[src/rtl/rcv_pkg.sv]
package rcv_pkg;

    typedef enum logic [2:0] {
        S_IDLE    = 3'd0,
        S_CHECK   = 3'd1,
        S_LOW     = 3'd2,
        S_RELEASE = 3'd3,
        S_HIGH    = 3'd4,
        S_FINISH  = 3'd5
    } rcv_state_e;

    localparam int CFG_W      = 8;
    localparam int CFG_CNT_W  = 4;
    localparam int CFG_BYP_BIT = 7;

endpackage

[src/rtl/rcv_line_sync.sv]
module rcv_line_sync #(
    parameter int STAGES   = 2,
    parameter int FILT_LEN = 4
) (
    input  logic clk,
    input  logic rst_n,
    input  logic line_in,
    input  logic bypass,
    output logic line_o
);
    localparam int FW = $clog2(FILT_LEN + 1);

    logic [STAGES-1:0] chain_q;
    logic              filt_q;
    logic [FW-1:0]     run_q;
    logic              line_s;

    // Synchronizer chain, lines idle high
    generate
        for (genvar g = 0; g < STAGES; g++) begin : g_sync
            if (g == 0) begin : g_first
                always_ff @(posedge clk or negedge rst_n) begin
                    if (!rst_n) chain_q[0] <= 1'b1;
                    else        chain_q[0] <= line_in;
                end
            end else begin : g_next
                always_ff @(posedge clk or negedge rst_n) begin
                    if (!rst_n) chain_q[g] <= 1'b1;
                    else        chain_q[g] <= chain_q[g-1];
                end
            end
        end
    endgenerate

    assign line_s = chain_q[STAGES-1];

    // Glitch filter: output follows only after FILT_LEN consecutive mismatches
    always_ff @(posedge clk or negedge rst_n) begin
        if (!rst_n) begin
            filt_q <= 1'b1;
            run_q  <= '0;
        end else if (line_s == filt_q) begin
            run_q <= '0;
        end else if (run_q == FW'(FILT_LEN - 1)) begin
            filt_q <= line_s;
            run_q  <= '0;
        end else begin
            run_q <= run_q + 1'b1;
        end
    end

    assign line_o = bypass ? line_s : filt_q;

    // the filtered level only flips after a full run of mismatches
    assert_filter_run_R11: assert property (@(posedge clk) disable iff (!rst_n)
        !$stable(filt_q) |-> $past(run_q) == FW'(FILT_LEN - 1));

endmodule

[src/rtl/rcv_half_timer.sv]
module rcv_half_timer #(
    parameter int HALF_CYC = 1000
) (
    input  logic clk,
    input  logic rst_n,
    input  logic run,
    output logic expired
);
    localparam int TW = $clog2(HALF_CYC + 1);

    logic [TW-1:0] cnt_q;

    assign expired = run && (cnt_q == TW'(HALF_CYC - 1));

    always_ff @(posedge clk or negedge rst_n) begin
        if (!rst_n)       cnt_q <= '0;
        else if (!run)    cnt_q <= '0;
        else if (expired) cnt_q <= '0;
        else              cnt_q <= cnt_q + 1'b1;
    end

    assert_timer_range_R5: assert property (@(posedge clk) disable iff (!rst_n)
        cnt_q <= TW'(HALF_CYC - 1));

endmodule

[src/rtl/rcv_seq.sv]
module rcv_seq
    import rcv_pkg::*;
#(
    parameter int HALF_CYC   = 1000,
    parameter int MAX_PULSES = 9,
    parameter int CNT_W      = 4
) (
    input  logic             clk,
    input  logic             rst_n,
    input  logic             start,
    input  logic [CNT_W-1:0] cnt_cfg,
    input  logic             sda_hi,
    input  logic             scl_hi,
    output logic             busy,
    output logic             scl_drive,
    output logic             done
);
    localparam int RW = $clog2(MAX_PULSES + 1);

    rcv_state_e     state_q, state_d;
    logic [RW-1:0]  remaining_q;
    logic [RW-1:0]  pulse_q;
    logic [RW-1:0]  req_cnt;
    logic           done_q;
    logic           tmr_run;
    logic           tmr_exp;

    rcv_half_timer #(.HALF_CYC(HALF_CYC)) u_timer (
        .clk     (clk),
        .rst_n   (rst_n),
        .run     (tmr_run),
        .expired (tmr_exp)
    );

    assign req_cnt = (int'(cnt_cfg) > MAX_PULSES) ? RW'(MAX_PULSES) : RW'(cnt_cfg);

    // Next-state logic
    always_comb begin
        state_d = state_q;
        unique case (state_q)
            S_IDLE:    if (start) state_d = S_CHECK;
            S_CHECK:   state_d = (remaining_q == '0 || sda_hi) ? S_FINISH : S_LOW;
            S_LOW:     if (tmr_exp) state_d = S_RELEASE;
            S_RELEASE: if (scl_hi) state_d = S_HIGH;
            S_HIGH:    if (tmr_exp) state_d = S_CHECK;
            S_FINISH:  state_d = S_IDLE;
            default:   state_d = S_IDLE;
        endcase
    end

    // State register and burst bookkeeping
    always_ff @(posedge clk or negedge rst_n) begin
        if (!rst_n) begin
            state_q     <= S_IDLE;
            remaining_q <= '0;
            pulse_q     <= '0;
            done_q      <= 1'b0;
        end else begin
            state_q <= state_d;
            if (state_q == S_IDLE && start) begin
                remaining_q <= req_cnt;
                pulse_q     <= '0;
                done_q      <= 1'b0;
            end else if (state_q == S_HIGH && tmr_exp) begin
                remaining_q <= remaining_q - 1'b1;
                pulse_q     <= pulse_q + 1'b1;
            end else if (state_q == S_FINISH) begin
                done_q <= 1'b1;
            end
        end
    end

    // Outputs
    always_comb begin
        busy      = (state_q != S_IDLE);
        scl_drive = (state_q == S_LOW);
        tmr_run   = (state_q == S_LOW) || (state_q == S_HIGH);
        done      = done_q;
    end

    assert_low_hold_R5: assert property (@(posedge clk) disable iff (!rst_n)
        (state_q == S_LOW && !tmr_exp) |=> state_q == S_LOW);

    assert_release_wait_R5: assert property (@(posedge clk) disable iff (!rst_n)
        (state_q == S_RELEASE && !scl_hi) |=> state_q == S_RELEASE);

    assert_pulse_cap_R6: assert property (@(posedge clk) disable iff (!rst_n)
        pulse_q <= RW'(MAX_PULSES));

    assert_abandon_R7: assert property (@(posedge clk) disable iff (!rst_n)
        (state_q == S_CHECK && sda_hi) |=> state_q == S_FINISH);

    assert_zero_finish_R8: assert property (@(posedge clk) disable iff (!rst_n)
        (state_q == S_CHECK && remaining_q == '0) |=> state_q == S_FINISH);

    assert_ignore_req_R9: assert property (@(posedge clk) disable iff (!rst_n)
        (state_q inside {S_LOW, S_RELEASE} && start) |=> $stable(remaining_q));

    assert_done_at_end_R4: assert property (@(posedge clk) disable iff (!rst_n)
        $fell(busy) |-> done_q);

endmodule

[src/rtl/rcv_bus_recovery.sv]
module rcv_bus_recovery
    import rcv_pkg::*;
#(
    parameter int HALF_CYC    = 1000,
    parameter int MAX_PULSES  = 9,
    parameter int FILT_LEN    = 4,
    parameter int SYNC_STAGES = 2
) (
    input  logic             clk,
    input  logic             rst_n,
    input  logic             sda_in,
    input  logic             scl_in,
    output logic             sda_oe,
    output logic             scl_oe,
    input  logic             mst_sda_oe,
    input  logic             mst_scl_oe,
    input  logic             cfg_we,
    input  logic [CFG_W-1:0] cfg_wdata,
    output logic [CFG_W-1:0] cfg_rdata,
    input  logic             req_set,
    output logic             req_bit,
    output logic             done,
    output logic [1:0]       mon_rdata,
    output logic             bus_stuck
);
    logic [CFG_CNT_W-1:0] cnt_q;
    logic                 byp_q;
    logic [1:0]           line_pad;
    logic [1:0]           line_bypass;
    logic [1:0]           line_lvl;
    logic                 busy;
    logic                 scl_drive;

    // Configuration register: count and filter bypass
    always_ff @(posedge clk or negedge rst_n) begin
        if (!rst_n) begin
            cnt_q <= '0;
            byp_q <= 1'b0;
        end else if (cfg_we) begin
            cnt_q <= cfg_wdata[CFG_CNT_W-1:0];
            byp_q <= cfg_wdata[CFG_BYP_BIT];
        end
    end

    always_comb begin
        cfg_rdata = '0;
        cfg_rdata[CFG_CNT_W-1:0] = cnt_q;
        cfg_rdata[CFG_BYP_BIT]   = byp_q;
    end

    // Line monitoring: index 0 is SDA (filterable), index 1 is SCL
    assign line_pad    = {scl_in, sda_in};
    assign line_bypass = {1'b1, byp_q};

    generate
        for (genvar l = 0; l < 2; l++) begin : g_line
            rcv_line_sync #(
                .STAGES   (SYNC_STAGES),
                .FILT_LEN (FILT_LEN)
            ) u_sync (
                .clk     (clk),
                .rst_n   (rst_n),
                .line_in (line_pad[l]),
                .bypass  (line_bypass[l]),
                .line_o  (line_lvl[l])
            );
        end
    endgenerate

    assign mon_rdata = line_lvl;
    assign bus_stuck = !(line_lvl[0] && line_lvl[1]);

    rcv_seq #(
        .HALF_CYC   (HALF_CYC),
        .MAX_PULSES (MAX_PULSES),
        .CNT_W      (CFG_CNT_W)
    ) u_seq (
        .clk       (clk),
        .rst_n     (rst_n),
        .start     (req_set),
        .cnt_cfg   (cnt_q),
        .sda_hi    (line_lvl[0]),
        .scl_hi    (line_lvl[1]),
        .busy      (busy),
        .scl_drive (scl_drive),
        .done      (done)
    );

    // Line ownership: sequencer during burst, master otherwise
    assign req_bit = busy;
    assign sda_oe  = busy ? 1'b0 : mst_sda_oe;
    assign scl_oe  = busy ? scl_drive : mst_scl_oe;

    assert_sda_free_R10: assert property (@(posedge clk) disable iff (!rst_n)
        req_bit |-> !sda_oe);

    assert_idle_pass_R10: assert property (@(posedge clk) disable iff (!rst_n)
        (!req_bit && mst_scl_oe) |-> scl_oe);

    assert_cfg_store_R3: assert property (@(posedge clk) disable iff (!rst_n)
        cfg_we |=> cfg_rdata[CFG_CNT_W-1:0] == $past(cfg_wdata[CFG_CNT_W-1:0]));

endmodule

[config.mk]
export PLATFORM = sky130hd
export DESIGN_NAME = rcv_bus_recovery
export DESIGN_NICKNAME = d
export VERILOG_FILES = /design/src/rtl/rcv_pkg.sv /design/src/rtl/rcv_line_sync.sv /design/src/rtl/rcv_half_timer.sv /design/src/rtl/rcv_seq.sv /design/src/rtl/rcv_bus_recovery.sv
export SDC_FILE = /design/constraint.sdc
export NUM_CORES = 1
export LEC_CHECK = 0
export CORE_ASPECT_RATIO = 0.6
export CORE_MARGIN = 4
export CORE_UTILIZATION = 35
export CTS_CLUSTER_DIAMETER = 200
export CTS_CLUSTER_SIZE = 12
export DETAILED_ROUTE_END_ITERATION = 10
export PLACE_DENSITY = 0.68
export SLEW_MARGIN = 20
export SYNTH_ARGS = -nofsm -noshare
export SYNTH_HDL_FRONTEND = slang
export SYNTH_SLANG_ARGS = --single-unit
export TNS_END_PERCENT = 50
[constraint.sdc]
create_clock -name clk -period 3.05 [get_ports clk]
set_clock_uncertainty 0.2 [all_clocks]
set_input_delay 0.305 -clock clk [delete_from_list [all_inputs] [get_ports clk]]
set_output_delay 0.305 -clock clk [all_outputs]
set_load 0.01 [all_outputs]
# ---- After elaboration in Yosys (flattened, before gate mapping)
# Index checks and enable logic that the tools add are counted.
# Widths: inputs -> output; s select.
dict set report word_totals {
  register_bits 31
  in_bits 16
  elab_cells 64
}
dict set report classes {
  addsub 3
  order_cmp 1
  eq_ne 13
  n_mux 19
  bitwise 1
  n_reduce_logical 15
}
# cell n
set ops {}
lappend ops {{$mux 3} 7}
lappend ops {{$mux 10} 2}
lappend ops {{$pmux 3 s5} 1}
lappend ops {{$mux 4} 3}
lappend ops {{$add 10x1->10 const B} 1}
lappend ops {{$eq 10x10->1 const B} 1}
lappend ops {{$eq 3x2->1 const B} 3}
lappend ops {{$eq 3x3->1 const B} 2}
lappend ops {{$mux 1} 6}
lappend ops {{$ne 2x1->1 const B} 3}
lappend ops {{$gt 4x4->1 const B} 1}
lappend ops {{$logic_and 1x1->1} 4}
lappend ops {{$logic_not 4->1} 1}
lappend ops {{$ne 2x2->1 const B} 2}
lappend ops {{$reduce_and 2->1} 2}
lappend ops {{$reduce_and 4->1} 1}
lappend ops {{$reduce_bool 2->1} 2}
lappend ops {{$sub 4x1->4 const B} 1}
lappend ops {{$add 3x1->3 const B} 1}
lappend ops {{$eq 3x1->1 const B} 1}
lappend ops {{$logic_not 3->1} 1}
lappend ops {{$reduce_bool 3->1} 1}
lappend ops {{$logic_or 1x1->1} 2}
lappend ops {{$eq 1x1->1} 1}
lappend ops {{other kinds (2)} 2}

# ---- Longest topological paths before layout
# Gate-level depths: netlist of run 1.
dict set report depth {
  word_depth 6
  ltp_mapped 6
}

# ---- Modules after synthesis
# A second synthesis of run 1 with hierarchy kept.
dict set report hier_totals {
  hier_cells 162
  hier_area_um2 1793.0
}
# mod instances cells_per_inst area_per_inst_um2 seq_area_each_um2
set by_module_without_submodules {}
lappend by_module_without_submodules {rcv_half_timer 1 56 548.0 250.2}
lappend by_module_without_submodules {rcv_seq 1 59 531.8 200.2}
lappend by_module_without_submodules {rcv_line_sync 2 14 236.5 153.9}
lappend by_module_without_submodules {rcv_bus_recovery 1 19 240.2 125.1}

# ---- Worst setup path before layout of run 1
# Ideal clock, no wire load.
dict set report synth_timing {
  kind {register to register}
  from {register u_seq.state_q[0]}
  to {register u_seq.remaining_q[1]}
  setup_time_ps 77
  arrival_time_ps 1583
  required_ps 2773
  setup_slack_ps 1190
  path_stages_with_launch 6
  path_buffers 1
  cell_sequence {dfrtp_1 > buf_2 > or3b_4 > nor4_4 > mux2_1 > a21oi_1}
}
dict set report synth_via {
  elab_chain_cells 5
  elab_cells_between_ends 9
}
# item line_no
set synth_lines {}
lappend synth_lines {{from (decl)} rcv_seq.sv:20} ;# rcv_state_e state_q, state_d;
lappend synth_lines {{from (signal assigned)} rcv_seq.sv:59} ;# state_q <= state_d;
lappend synth_lines {{$eq 3x2->1 / $eq 3x3->1 (equally long branches)} {rcv_seq.sv:77, rcv_seq.sv:64}}
lappend synth_lines {{$logic_or 1x1->1} rcv_seq.sv:77} ;# tmr_run = (state_q == S_LOW) || (state_q == S_HIGH);
lappend synth_lines {{$logic_and 1x1->1} rcv_half_timer.sv:13} ;# assign expired = run && (cnt_q == TW'(HALF_CYC - 1));
lappend synth_lines {{$logic_and 1x1->1} rcv_seq.sv:64} ;# end else if (state_q == S_HIGH && tmr_exp) begin
lappend synth_lines {{$reduce_bool 2->1 (no source line)} --}
lappend synth_lines {{to (signal assigned)} rcv_seq.sv:61} ;# remaining_q <= req_cnt;
lappend synth_lines {{to (signal assigned)} rcv_seq.sv:65} ;# remaining_q <= remaining_q - 1'b1;
lappend synth_lines {{to (decl)} rcv_seq.sv:21} ;# logic [RW-1:0] remaining_q;
# Several ways; a longest one is shown, not always the timed one.
# A chain may end at the register's enable or synchronous reset.

# ---- Worst setup path after layout of run 1
dict set report layout_timing {
  from {register u_seq.state_q[2]}
  to {output port sda_oe}
}
dict set report layout_via {
  elab_chain_cells 2
}
# item line_no
set layout_lines {}
lappend layout_lines {{$reduce_bool 3->1} rcv_seq.sv:75} ;# busy = (state_q != S_IDLE);
lappend layout_lines {{$mux 1} rcv_bus_recovery.sv:91} ;# assign sda_oe = busy ? 1'b0 : mst_sda_oe;
lappend layout_lines {{to (decl)} rcv_bus_recovery.sv:13} ;# output logic sda_oe,
# Every way passes these cells.

==> results of run 1 <==
[placed cells by master (no fill, tap or decap), drive strengths merged]
cell type | synthesis | layout
nand4 | 1 | 1
o311ai | 1 | 1
nor4 | 1 | 1
inv | 9 | 9
nand4b | 1 | 1
clkinv | 0 | 1
or3b | 1 | 1
or3 | 1 | 1
o21ai | 3 | 3
conb | 1 | 3
xnor2 | 7 | 7
nor3b | 2 | 2
dfstp | 5 | 5
mux2 | 8 | 8
xor2 | 3 | 3
nor3 | 6 | 6
a211o | 1 | 1
dfrtp | 26 | 26
nand3b | 2 | 2
nor2b | 2 | 2
nand2b | 1 | 1
nor2 | 16 | 16
buf | 10 | 2
a21oi | 10 | 10
nand3 | 5 | 5
a31oi | 2 | 2
clkdlybuf4s50 | 0 | 24
ha | 3 | 3
clkbuf | 0 | 7
o22a | 1 | 1
and3 | 3 | 3
nand2 | 9 | 9
o211a | 1 | 1
a21bo | 1 | 1
or4b | 1 | 1
[worst max-delay path, delay by kind of cell (launching register included)]
kind / cells / cell delay, ns
flops: 1 / 0.48
simple gates: 2 / 0.23
buf+inv: 2 / 0.69
[routing by layer]
layer,global-route usage [%],vias up
met5,0,-
met4,6.889,0
met3,4.725,7
met2,16.79,25
met1,14.31,504
li1,-,535
[registers in the layout, indices dropped and copies added (netlist names)]
name	count
u_seq.done	1
cnt_q	4
u_seq.remaining_q	4
g_line.u_sync.filt_q	1
u_seq.state_q	3
u_seq.u_timer.cnt_q	10
g_line.u_sync.run_q	3
g_line.u_sync.chain_q	2
byp_q	1
g_line.u_sync.line_s	2
[cells by family after synthesis]
logic type | after synthesis | synth area share, %
flops | 31 | 51.78
buf+inv | 19 | 6.959
compound gates | 20 | 8.202
xor+xnor | 10 | 5.800
fa+ha+maj | 3 | 2.486
mux | 8 | 5.965
other cells | 1 | 0.2483
simple gates | 52 | 18.56
[worst paths after layout]
kind                                                       end  slack, ns  cells past startpoint
min reg2reg                  g_line[1].u_sync.line_s$_DFF_PN1_       0.16                      0
min in group asynchronous                 cnt_q[1]$_DFFE_PN0P_       0.21                      2
max reg2reg                   u_seq.remaining_q[1]$_DFFE_PN0P_       1.02                      4
min                          g_line[1].u_sync.line_s$_DFF_PN1_       0.16                      0
max                                                     sda_oe       0.86                      4
max in group asynchronous  g_line[0].u_sync.filt_q$_DFFE_PN1P_       2.12                      2
[synthesized netlist by cell type (all sizes together)]
library cell	count
o22a	1
nor4	1
and3	3
mux2	8
a31oi	2
o21ai	3
xor2	3
a21bo	1
buf	10
nor2b	2
nand3b	2
nand4b	1
a211o	1
nand3	5
or3b	1
inv	9
nand4	1
xnor2	7
nor3b	2
o211a	1
nand2	9
dfrtp	26
or4b	1
nand2b	1
conb	1
a21oi	10
o311ai	1
dfstp	5
ha	3
nor3	6
or3	1
nor2	16
[power groups by stage]
stage                     Sequential, mW  Combinational (mW)  Clock [mW]
after floorplan                    0.563               0.338           0
after global placement             0.589               0.440           0
after detailed placement           0.596               0.455           0
after CTS                          0.589               0.458       0.319
after global routing               0.605               0.510       0.330
final                              0.589               0.454       0.303
[cell type report]
type                       count  area share, %
tap                           60          4.040
multi-input combinational     96          33.94
inverter                       9          1.818
clock inverter                 1         0.2694
timing repair buffer          26          13.74
sequential                    31          42.09
clock buffer                   7          4.108
==> metrics.md, run 1 <==
| Metric | Value |
|---|---|
| Status | `complete, no violations` |
| Setup TNS | `0 ns` |
| GPL Wtd Cong | `0.7271` |
| Worst EP required | `2.54 ns` |
| Slowest cell on the critical path | `clkdlybuf4s50_1` |
| Post-synthesis register bit count | `31` |
| Non-Filler Instances | `230` |
| Final hold viol count | `0` |
| Wire length on met2 | `1165 um` |
| GR Overflow Total | `0` |
| Fmax | `0.4573 GHz` |
| DRT Wirelength | `2726 um` |
| Worst Setup Path Type | `reg -> out` |
| Overall routing resource usage | `11.47%` |
| Die area | `0.005464 mm^2` |
| Number of nets in the layout | `188` |
| Row cnt | `18` |
| Multi-input logic area | `630.6 um^2` |
| Port-buffer cells | `24` |
| Pwr/cell area | `724.1 mW/mm^2` |
| Unique masters post-synth | `37` |
| Clock transition at path regs | `0.06 ns` |
| Antenna violations before repair | `0` |
| Synth top area share | `43.08%` |
| Syn-to-layout area delta | `23.03%` |
| Hold Path Origin | `g_line[1].u_sync.chain_q[0]$_DFF_PN1_` |
| Clock share of power | `22.5%` |
| H-tree depth | `2` |
| Final Util | `44.84%` |
| DRC errors left | `0` |
| Worst Path Max Fanout | `10` |
| CP arrival | `1.68 ns` |
| Clock Sinks | `31` |
| # IOs | `31` |
| Crit path from | `u_seq.state_q[2]$_DFFE_PN0P_` |
| Design Area, Final | `0.001858 mm^2` |
| Hold crit path type | `reg -> reg` |
| Largest stage delay, worst path | `0.55 ns` |
| Reg power frac | `43.8%` |
| P_sw | `0.4491 mW` |
| Dpl cells | `222` |
| Critical path, cell by cell | `inv_1, nand3_1, nor2_1, clkdlybuf4s50_1` |
| Global-route wire length before repair | `4740 um` |
| Post-Synthesis Cells | `144` |
| Share of cells above drive strength 1 | `10.00%` |
| Ant diodes | `0` |
| Post CTS Setup Buffer Count | `0` |
| Internal power | `0.8963 mW` |
| Vias in the first global route | `1048` |
| ANT nets after route | `0` |
| Combinational power share | `33.8%` |
| Cts repair resizes | `0` |
| RSZ-0062 raised after global routing | `no` |
| Min Clock Period, post-route | `2.187 ns` |
| Switch share | `33.38%` |
| Die W | `92.80 um` |
| Largest area contributor in the netlist | `dfrtp_1` |
| Initial core utilization | `36.44%` |
| CTS tree | `yes` |
| Static Leak | `0.7914 nW` |
| Peak supply drop | `0.2734 mV` |
| Pin count of the biggest net entering global routing | `32` |
| # hold bufs at CTS | `0` |
| Final Slew Violations | `0` |
| Placed Area | `0.001777 mm^2` |
| 1st-pass router iterations | `4` |
| Max-Cap Viols | `0` |
| Final period util | `71.70%` |
| Die Ht | `58.88 um` |
| Via Count | `1071` |
| WL per Instance | `11.85 um` |
| Synth area leaders | `dfrtp_1 (43%), dfstp_2 (8.7%), mux2_1 (5.2%), xnor2_1 (4.1%), nor2_1 (4.0%)` |
| M1 wire length | `1319 um` |
| Vias per std cell | `4.657` |
| Syn_area_per_cell | `10.49 um^2` |
| RR Startpoint | `u_seq.state_q[2]$_DFFE_PN0P_` |
| Metal3 WL | `174 um` |
| Tot Pwr | `1.345 mW` |
| Final hold slack | `0.1560 ns` |
| CORE AREA | `0.004144 mm^2` |
| Worst skew pair latency | `0.28 ns` |
| Sequential cell area | `782.0 um^2` |
| Mapped Area | `0.001510 mm^2` |
| Clock root buffer master | `clkbuf_8` |
| Setup crit end kind | `output pin` |
| DRT iter0 DRCs | `28` |
| Fillcell total | `403` |
| Place WS | `0.9436 ns` |
| Post-synthesis sequential area ratio | `51.78%` |
| Synth warn | `0` |
| TritonCTS buffer count | `5` |
| # setup viols final | `0` |
| CTS Buffer Depth | `2` |
| Final worst slack | `0.8631 ns` |
| CP Launch Type | `flop` |
| Highest routed layer | `met4` |
| Hpwl dp | `2029 um` |
Note: power is estimated with default switching activity, not from simulation.
==> run 2, diff against run 1 <==
Clock period 3.05 ns to 2.25 ns, I/O delays scaled along.
==> metrics.md, run 2 (synthesized netlist as in run 1, its figures left out) <==
| Metric | Value |
|---|---|
| Static Leak | `0.8061 nW (+1.9%)` |
| Critical path capture point | `sda_oe` |
| Global-route wire length before repair | `4823 um (+1.8%)` |
| Internal power | `1.279 mW (+43%)` |
| Final hold slack | `0.1243 ns (-0.03173 ns)` |
| GPL Wtd Cong | `0.7137 (-1.8%)` |
| Cts repair resizes | `0 (unchanged)` |
| CP Launch Type | `flop` |
| Syn-to-layout area delta | `24.77%` |
| Setup crit end kind | `output pin` |
| # hold bufs at CTS | `0 (unchanged)` |
| Antenna violations before repair | `0 (unchanged)` |
| CP Buf/Inv Count | `2 (unchanged)` |
| Ant diodes | `0 (unchanged)` |
| DRT iter0 DRCs | `43 (+54%)` |
| Final period util | `93.86%` |
| Die Ht | `58.88 um (unchanged)` |
| Via Count | `1078 (+0.65%)` |
| Die W | `92.80 um (unchanged)` |
| Largest regs | `u_seq.u_timer.cnt_q (10), cnt_q (4), u_seq.remaining_q (4)` |
| Min Clock Period, post-route | `2.112 ns` |
| FF-to-FF path depth | `4 (unchanged)` |
| CTS tree | `yes` |
| Critical path, cell by cell | `inv_1, nand3_1, nor2_1, clkdlybuf4s50_1` |
| Crit path from | `u_seq.state_q[0]$_DFFE_PN0P_` |
| ANT nets after route | `0 (unchanged)` |
| Final hold viol count | `0 (unchanged)` |
| Vias per std cell | `4.667 (+0.22%)` |
| Most frequent cells in the layout | `dfrtp_1 (26), clkdlybuf4s50_1 (24), nor2_1 (16), a21oi_1 (10), nand2_1 (9)` |
| P_sw | `0.6162 mW (+37%)` |
| Vias in the first global route | `1081 (+3.1%)` |
| Switch share | `32.51% (-0.87 points)` |
| Clock Sinks | `31 (unchanged)` |
| Largest Register | `u_seq.u_timer.cnt_q` |
| Dpl cells | `223 (+0.45%)` |
| # IOs | `31 (unchanged)` |
| CTS Buffer Depth | `2 (unchanged)` |
| RR Startpoint | `u_seq.state_q[2]$_DFFE_PN0P_` |
| RSZ-0062 raised after global routing | `no` |
| Clock root buffer master | `clkbuf_8` |
| Commonest non-fill, non-tap cell in the layout | `dfrtp_1` |
| Slowest cell on the critical path | `clkdlybuf4s50_1` |
| Port-buffer cells | `24 (unchanged)` |
| Worst skew pair latency | `0.28 ns (about the same)` |
| 1st-pass router iterations | `4 (unchanged)` |
| Hpwl dp | `2060 um (+1.5%)` |
| WL per Instance | `12.02 um (+1.4%)` |
| Hold crit path type | `in -> async` |
| H-tree depth | `2 (unchanged)` |
| Number of nets in the layout | `189 (+0.53%)` |
| CP delay by family, top | `buffers and inverters` |
| Largest stage delay, worst path | `0.54 ns (about the same)` |
| Critical Path Stages | `4 (unchanged)` |
| # setup viols final | `0 (unchanged)` |
| Initial core utilization | `36.44% (unchanged)` |
| Clock share of power | `25.3% (+2.8 points)` |
| Worst Path Max Fanout | `9 (-1)` |
| Peak supply drop | `0.3420 mV (+25%)` |
| Reg power frac | `42.2% (-1.6 points)` |
| Setup TNS | `0 ns (unchanged)` |
| Die area | `0.005464 mm^2 (unchanged)` |
| Clock transition at path regs | `0.06 ns (about the same)` |
| Share of cells above drive strength 1 | `11.11% (+1.1 points)` |
| Max-Cap Viols | `0 (unchanged)` |
| CORE AREA | `0.004144 mm^2 (unchanged)` |
| GR Overflow Total | `0 (unchanged)` |
| Row cnt | `18 (unchanged)` |
| Combinational power share | `32.5% (-1.3 points)` |
| Non-Filler Instances | `231 (+0.43%)` |
| Overall routing resource usage | `11.85% (+0.38 points)` |
| TritonCTS buffer count | `5 (unchanged)` |
| CP arrival | `1.69 ns (about the same)` |
| DRC errors left | `0 (unchanged)` |
| Critical R2R Capture | `u_seq.remaining_q[1]$_DFFE_PN0P_` |
| Pwr/cell area | `1006 mW/mm^2 (+39%)` |
| DRT Wirelength | `2777 um (+1.9%)` |
| Final Util | `45.47% (+0.63 points)` |
| R2R setup slack | `0.30 ns (-0.72 ns)` |
| Post CTS Setup Buffer Count | `0 (unchanged)` |
| Status | `complete, no violations` |
| Pin count of the biggest net entering global routing | `32 (unchanged)` |
| Worst EP required | `1.82 ns (-0.72 ns)` |
| Max reg flops | `10 (unchanged)` |
| Worst Setup Path Type | `reg -> out` |
| Final Slew Violations | `0 (unchanged)` |
| Fmax | `0.4735 GHz` |
| Tot Pwr | `1.895 mW (+41%)` |
run 2: changes by cell type in the layout (fill, tap and decap cells not counted), sizes merged:
cell / before / now
buf: 2 / 3
clkbuf: 7 / 8
clkinv: 1 / 0
run 2: worst min path at each step:
stage / from / end / cells past startpoint
2_1_floorplan: rst_n / byp_q$_DFFE_PN0P_ / 0
3_3_place_gp: g_line[1].u_sync.chain_q[0]$_DFF_PN1_ / g_line[1].u_sync.line_s$_DFF_PN1_ / 0
3_5_place_dp: g_line[1].u_sync.chain_q[0]$_DFF_PN1_ / g_line[1].u_sync.line_s$_DFF_PN1_ / 0
4_1_cts: rst_n / cnt_q[2]$_DFFE_PN0P_ / 2
5_1_grt: scl_in / g_line[1].u_sync.chain_q[0]$_DFF_PN1_ / 1
6_report: rst_n / cnt_q[1]$_DFFE_PN0P_ / 2
run 2: cell type report:
class | count | area (um^2)
flip-flops and latches | 31 | 782.0
clock buffers | 8 | 100.1
inverters | 9 | 33.78
fillers | 398 | 2260
multi-input cells | 96 | 630.6
repair buffers | 27 | 262.8
well taps | 60 | 75.07
run 2: per-stage QoR:
| step | cell area (um^2) | worst slack (ns) |
|---|---|---|
| detailed placement | 1784 | 0.2007 |
| global placement | 1784 | 0.2279 |
| finish | 1884 | 0.1380 |
| global route | 1884 | 0.02103 |
| floorplan | 1518 | 0.3896 |
| CTS | 1884 | 0.1185 |
run 2: worst reg2reg max path: stages (launching register included):
cell	delay (ns)
dfrtp_1	0.51
or3b_4	0.44
nor4_4	0.24
mux2_1	0.36
a21oi_1	0.14
run 2: layer usage:
metal / global-route usage, % / share of wire, % / up-vias / wire length (um)
met5: 0 / 0 / - / 0
met4: 8.351 / 3.0 / 0 / 84
met3: 4.342 / 6.0 / 8 / 168
met2: 17.40 / 42 / 26 / 1175
met1: 14.61 / 49 / 510 / 1348
li1: - / - / 534 / -
run 2: power groups by stage:
stage                     logic (mW)  registers (mW)  clock network (mW)
after detailed placement       0.620           0.809                   0
final                          0.616           0.799               0.479
after global placement         0.596           0.799                   0
after global routing           0.701           0.820               0.518
after floorplan                0.458           0.763                   0
after CTS                      0.623           0.800               0.498
==> run 3, diff against run 2 <==
Settings changed: RECOVER_POWER set to 25, SLEW_MARGIN 20 to 30.
==> metrics.md, run 3 (synthesized netlist as in run 1, its figures left out) <==
| Metric | Value |
|---|---|
| Crit path from | `u_seq.state_q[0]$_DFFE_PN0P_` |
| WL per Instance | `12.08 um (+0.47%)` |
| Die area | `0.005464 mm^2 (unchanged)` |
| CTS tree | `yes` |
| Final period util | `94.16% (+0.29 points)` |
| Relative slew slack | `50.31%` |
| RR Startpoint | `u_seq.state_q[2]$_DFFE_PN0P_` |
| Number of nets in the layout | `189 (unchanged)` |
| Global-route wire length before repair | `4823 um (unchanged)` |
| Max-Cap Viols | `0 (unchanged)` |
| Setup TNS | `0 ns (unchanged)` |
| # setup viols final | `0 (unchanged)` |
| Min Clock Period, post-route | `2.119 ns (+0.006635 ns)` |
| GPL Wtd Cong | `0.7137 (unchanged)` |
| Share of cells above drive strength 1 | `11.11% (unchanged)` |
| Worst-margin pin slew | `0.7454 ns` |
| Setup crit end kind | `output pin` |
| Commonest non-fill, non-tap cell in the layout | `dfrtp_1` |
| DRT iter0 DRCs | `37 (-14%)` |
| Most frequent cells in the layout | `dfrtp_1 (26), clkdlybuf4s50_1 (21), nor2_1 (16), a21oi_1 (10), nand2_1 (9)` |
| Status | `complete, no violations` |
| Die Ht | `58.88 um (unchanged)` |
| 1st-pass router iterations | `4 (unchanged)` |
| Slowest cell on the critical path | `clkdlybuf4s50_1` |
| DRC errors left | `0 (unchanged)` |
| R2R setup slack | `0.30 ns (about the same)` |
| Final hold slack | `0.1572 ns (+0.03292 ns)` |
| Clock transition at path regs | `0.06 ns (about the same)` |
| ANT nets after route | `0 (unchanged)` |
| Sequential cell area | `782.0 um^2 (unchanged)` |
| Worst skew pair latency | `0.28 ns (about the same)` |
| Post CTS Setup Buffer Count | `0 (unchanged)` |
| Vias per std cell | `4.710 (+0.93%)` |
| Largest stage delay, worst path | `0.54 ns (about the same)` |
| Antenna violations before repair | `0 (unchanged)` |
| GR Overflow Total | `0 (unchanged)` |
| Vias in the first global route | `1081 (unchanged)` |
| Fillcell total | `399 (+0.25%)` |
| Worst Setup Path Type | `reg -> out` |
| CP Launch Type | `flop` |
| Critical path capture point | `sda_oe` |
| Hpwl dp | `2060 um (unchanged)` |
| Via Count | `1088 (+0.93%)` |
| Row cnt | `18 (unchanged)` |
| Critical path, cell by cell | `inv_1, nand3_1, nor2_1, clkdlybuf4s50_1` |
| Fmax | `0.4720 GHz (-0.31%)` |
| Cts repair resizes | `0 (unchanged)` |
| Critical R2R Capture | `u_seq.remaining_q[1]$_DFFE_PN0P_` |
| TritonCTS buffer count | `5 (unchanged)` |
| Static Leak | `0.8063 nW (about the same)` |
| RSZ-0062 raised after global routing | `no` |
| Peak supply drop | `0.3403 mV (-0.50%)` |
| Largest Register | `u_seq.u_timer.cnt_q` |
| Port-buffer cells | `24 (unchanged)` |
| Clock root buffer master | `clkbuf_8` |
| CTS Buffer Depth | `2 (unchanged)` |
| # hold bufs at CTS | `0 (unchanged)` |
| Worst Path Max Fanout | `9 (unchanged)` |
| Pwr/cell area | `1007 mW/mm^2 (+0.15%)` |
| CORE AREA | `0.004144 mm^2 (unchanged)` |
| DRT Wirelength | `2790 um (+0.47%)` |
| Max reg flops | `10 (unchanged)` |
| H-tree depth | `2 (unchanged)` |
| Final Slew Violations | `0 (unchanged)` |
| Initial core utilization | `36.44% (unchanged)` |
| Worst EP required | `1.82 ns (about the same)` |
| Pin count of the biggest net entering global routing | `32 (unchanged)` |
| Syn-to-layout area delta | `24.61%` |
| # IOs | `31 (unchanged)` |
| Multi-input logic area | `630.6 um^2 (unchanged)` |
| FF-to-FF path depth | `4 (unchanged)` |
| Clock Sinks | `31 (unchanged)` |
| Largest regs | `u_seq.u_timer.cnt_q (10), cnt_q (4), u_seq.remaining_q (4)` |
| Final hold viol count | `0 (unchanged)` |
| Ant diodes | `0 (unchanged)` |
| Overall routing resource usage | `11.85% (unchanged)` |
| CP arrival | `1.69 ns (about the same)` |
| Die W | `92.80 um (unchanged)` |
| Hold crit path type | `reg -> reg` |
-- run 3: changes by cell type in the layout (fill, tap and decap cells not counted), sizes merged --
cell           before  now
buf                 3    2
dlygate4sd3         0    3
clkdlybuf4s50      24   21
clkbuf              8    9
-- run 3: worst min path at each step --
stage                                                startpoint                                end  slack, ns  cells past startpoint
final                     g_line[1].u_sync.chain_q[0]$_DFF_PN1_  g_line[1].u_sync.line_s$_DFF_PN1_       0.16                      0
after global routing      g_line[1].u_sync.chain_q[0]$_DFF_PN1_  g_line[1].u_sync.line_s$_DFF_PN1_       0.16                      0
after CTS                                                 rst_n               cnt_q[2]$_DFFE_PN0P_       0.13                      2
after detailed placement  g_line[1].u_sync.chain_q[0]$_DFF_PN1_  g_line[1].u_sync.line_s$_DFF_PN1_       0.15                      0
after global placement    g_line[1].u_sync.chain_q[0]$_DFF_PN1_  g_line[1].u_sync.line_s$_DFF_PN1_       0.15                      0
after floorplan                                           rst_n                  byp_q$_DFFE_PN0P_      -0.27                      0
-- run 3: area by class of cell --
class,count,share of cell area [%]
inverters,9,1.795
multi-input cells,96,33.51
well taps,60,3.989
repair buffers,27,13.83
flip-flops and latches,31,41.56
clock buffers,8,5.319
-- run 3: metrics by stage --
stage	area, um^2	cells	worst slack (ns)	utilization, %	power [mW]
CTS	1884	231	0.1185	45.47	1.920
finish	1882	231	0.1314	45.41	1.895
detailed placement	1784	223	0.2007	43.06	1.429
floorplan	1518	146	0.3896	-	1.221
global placement	1784	223	0.2279	43.06	1.394
global route	1882	231	0.02103	45.41	2.037
-- run 3: where the power goes --
group	internal [mW]	switching, mW	leakage [nW]	total (mW)
clock	0.279	0.200	0.0515	0.479
sequential	0.681	0.120	0.384	0.801
combinational	0.318	0.298	0.371	0.616
-- run 3: layer usage --
layer  vias to the layer above  GRT usage [%]  routed length, um
met1                       516          14.61               1358
li1                        533              -                  -
met4                         0          8.351                 93
met3                        10          4.342                171
met5                         -              0                  0
met2                        29          17.40               1166
-- run 3: worst max-delay path, delay by kind of cell (launching register included) --
family | cells | cell delay (ns)
buf+inv | 2 | 0.68
flops | 1 | 0.48
simple gates | 2 | 0.25
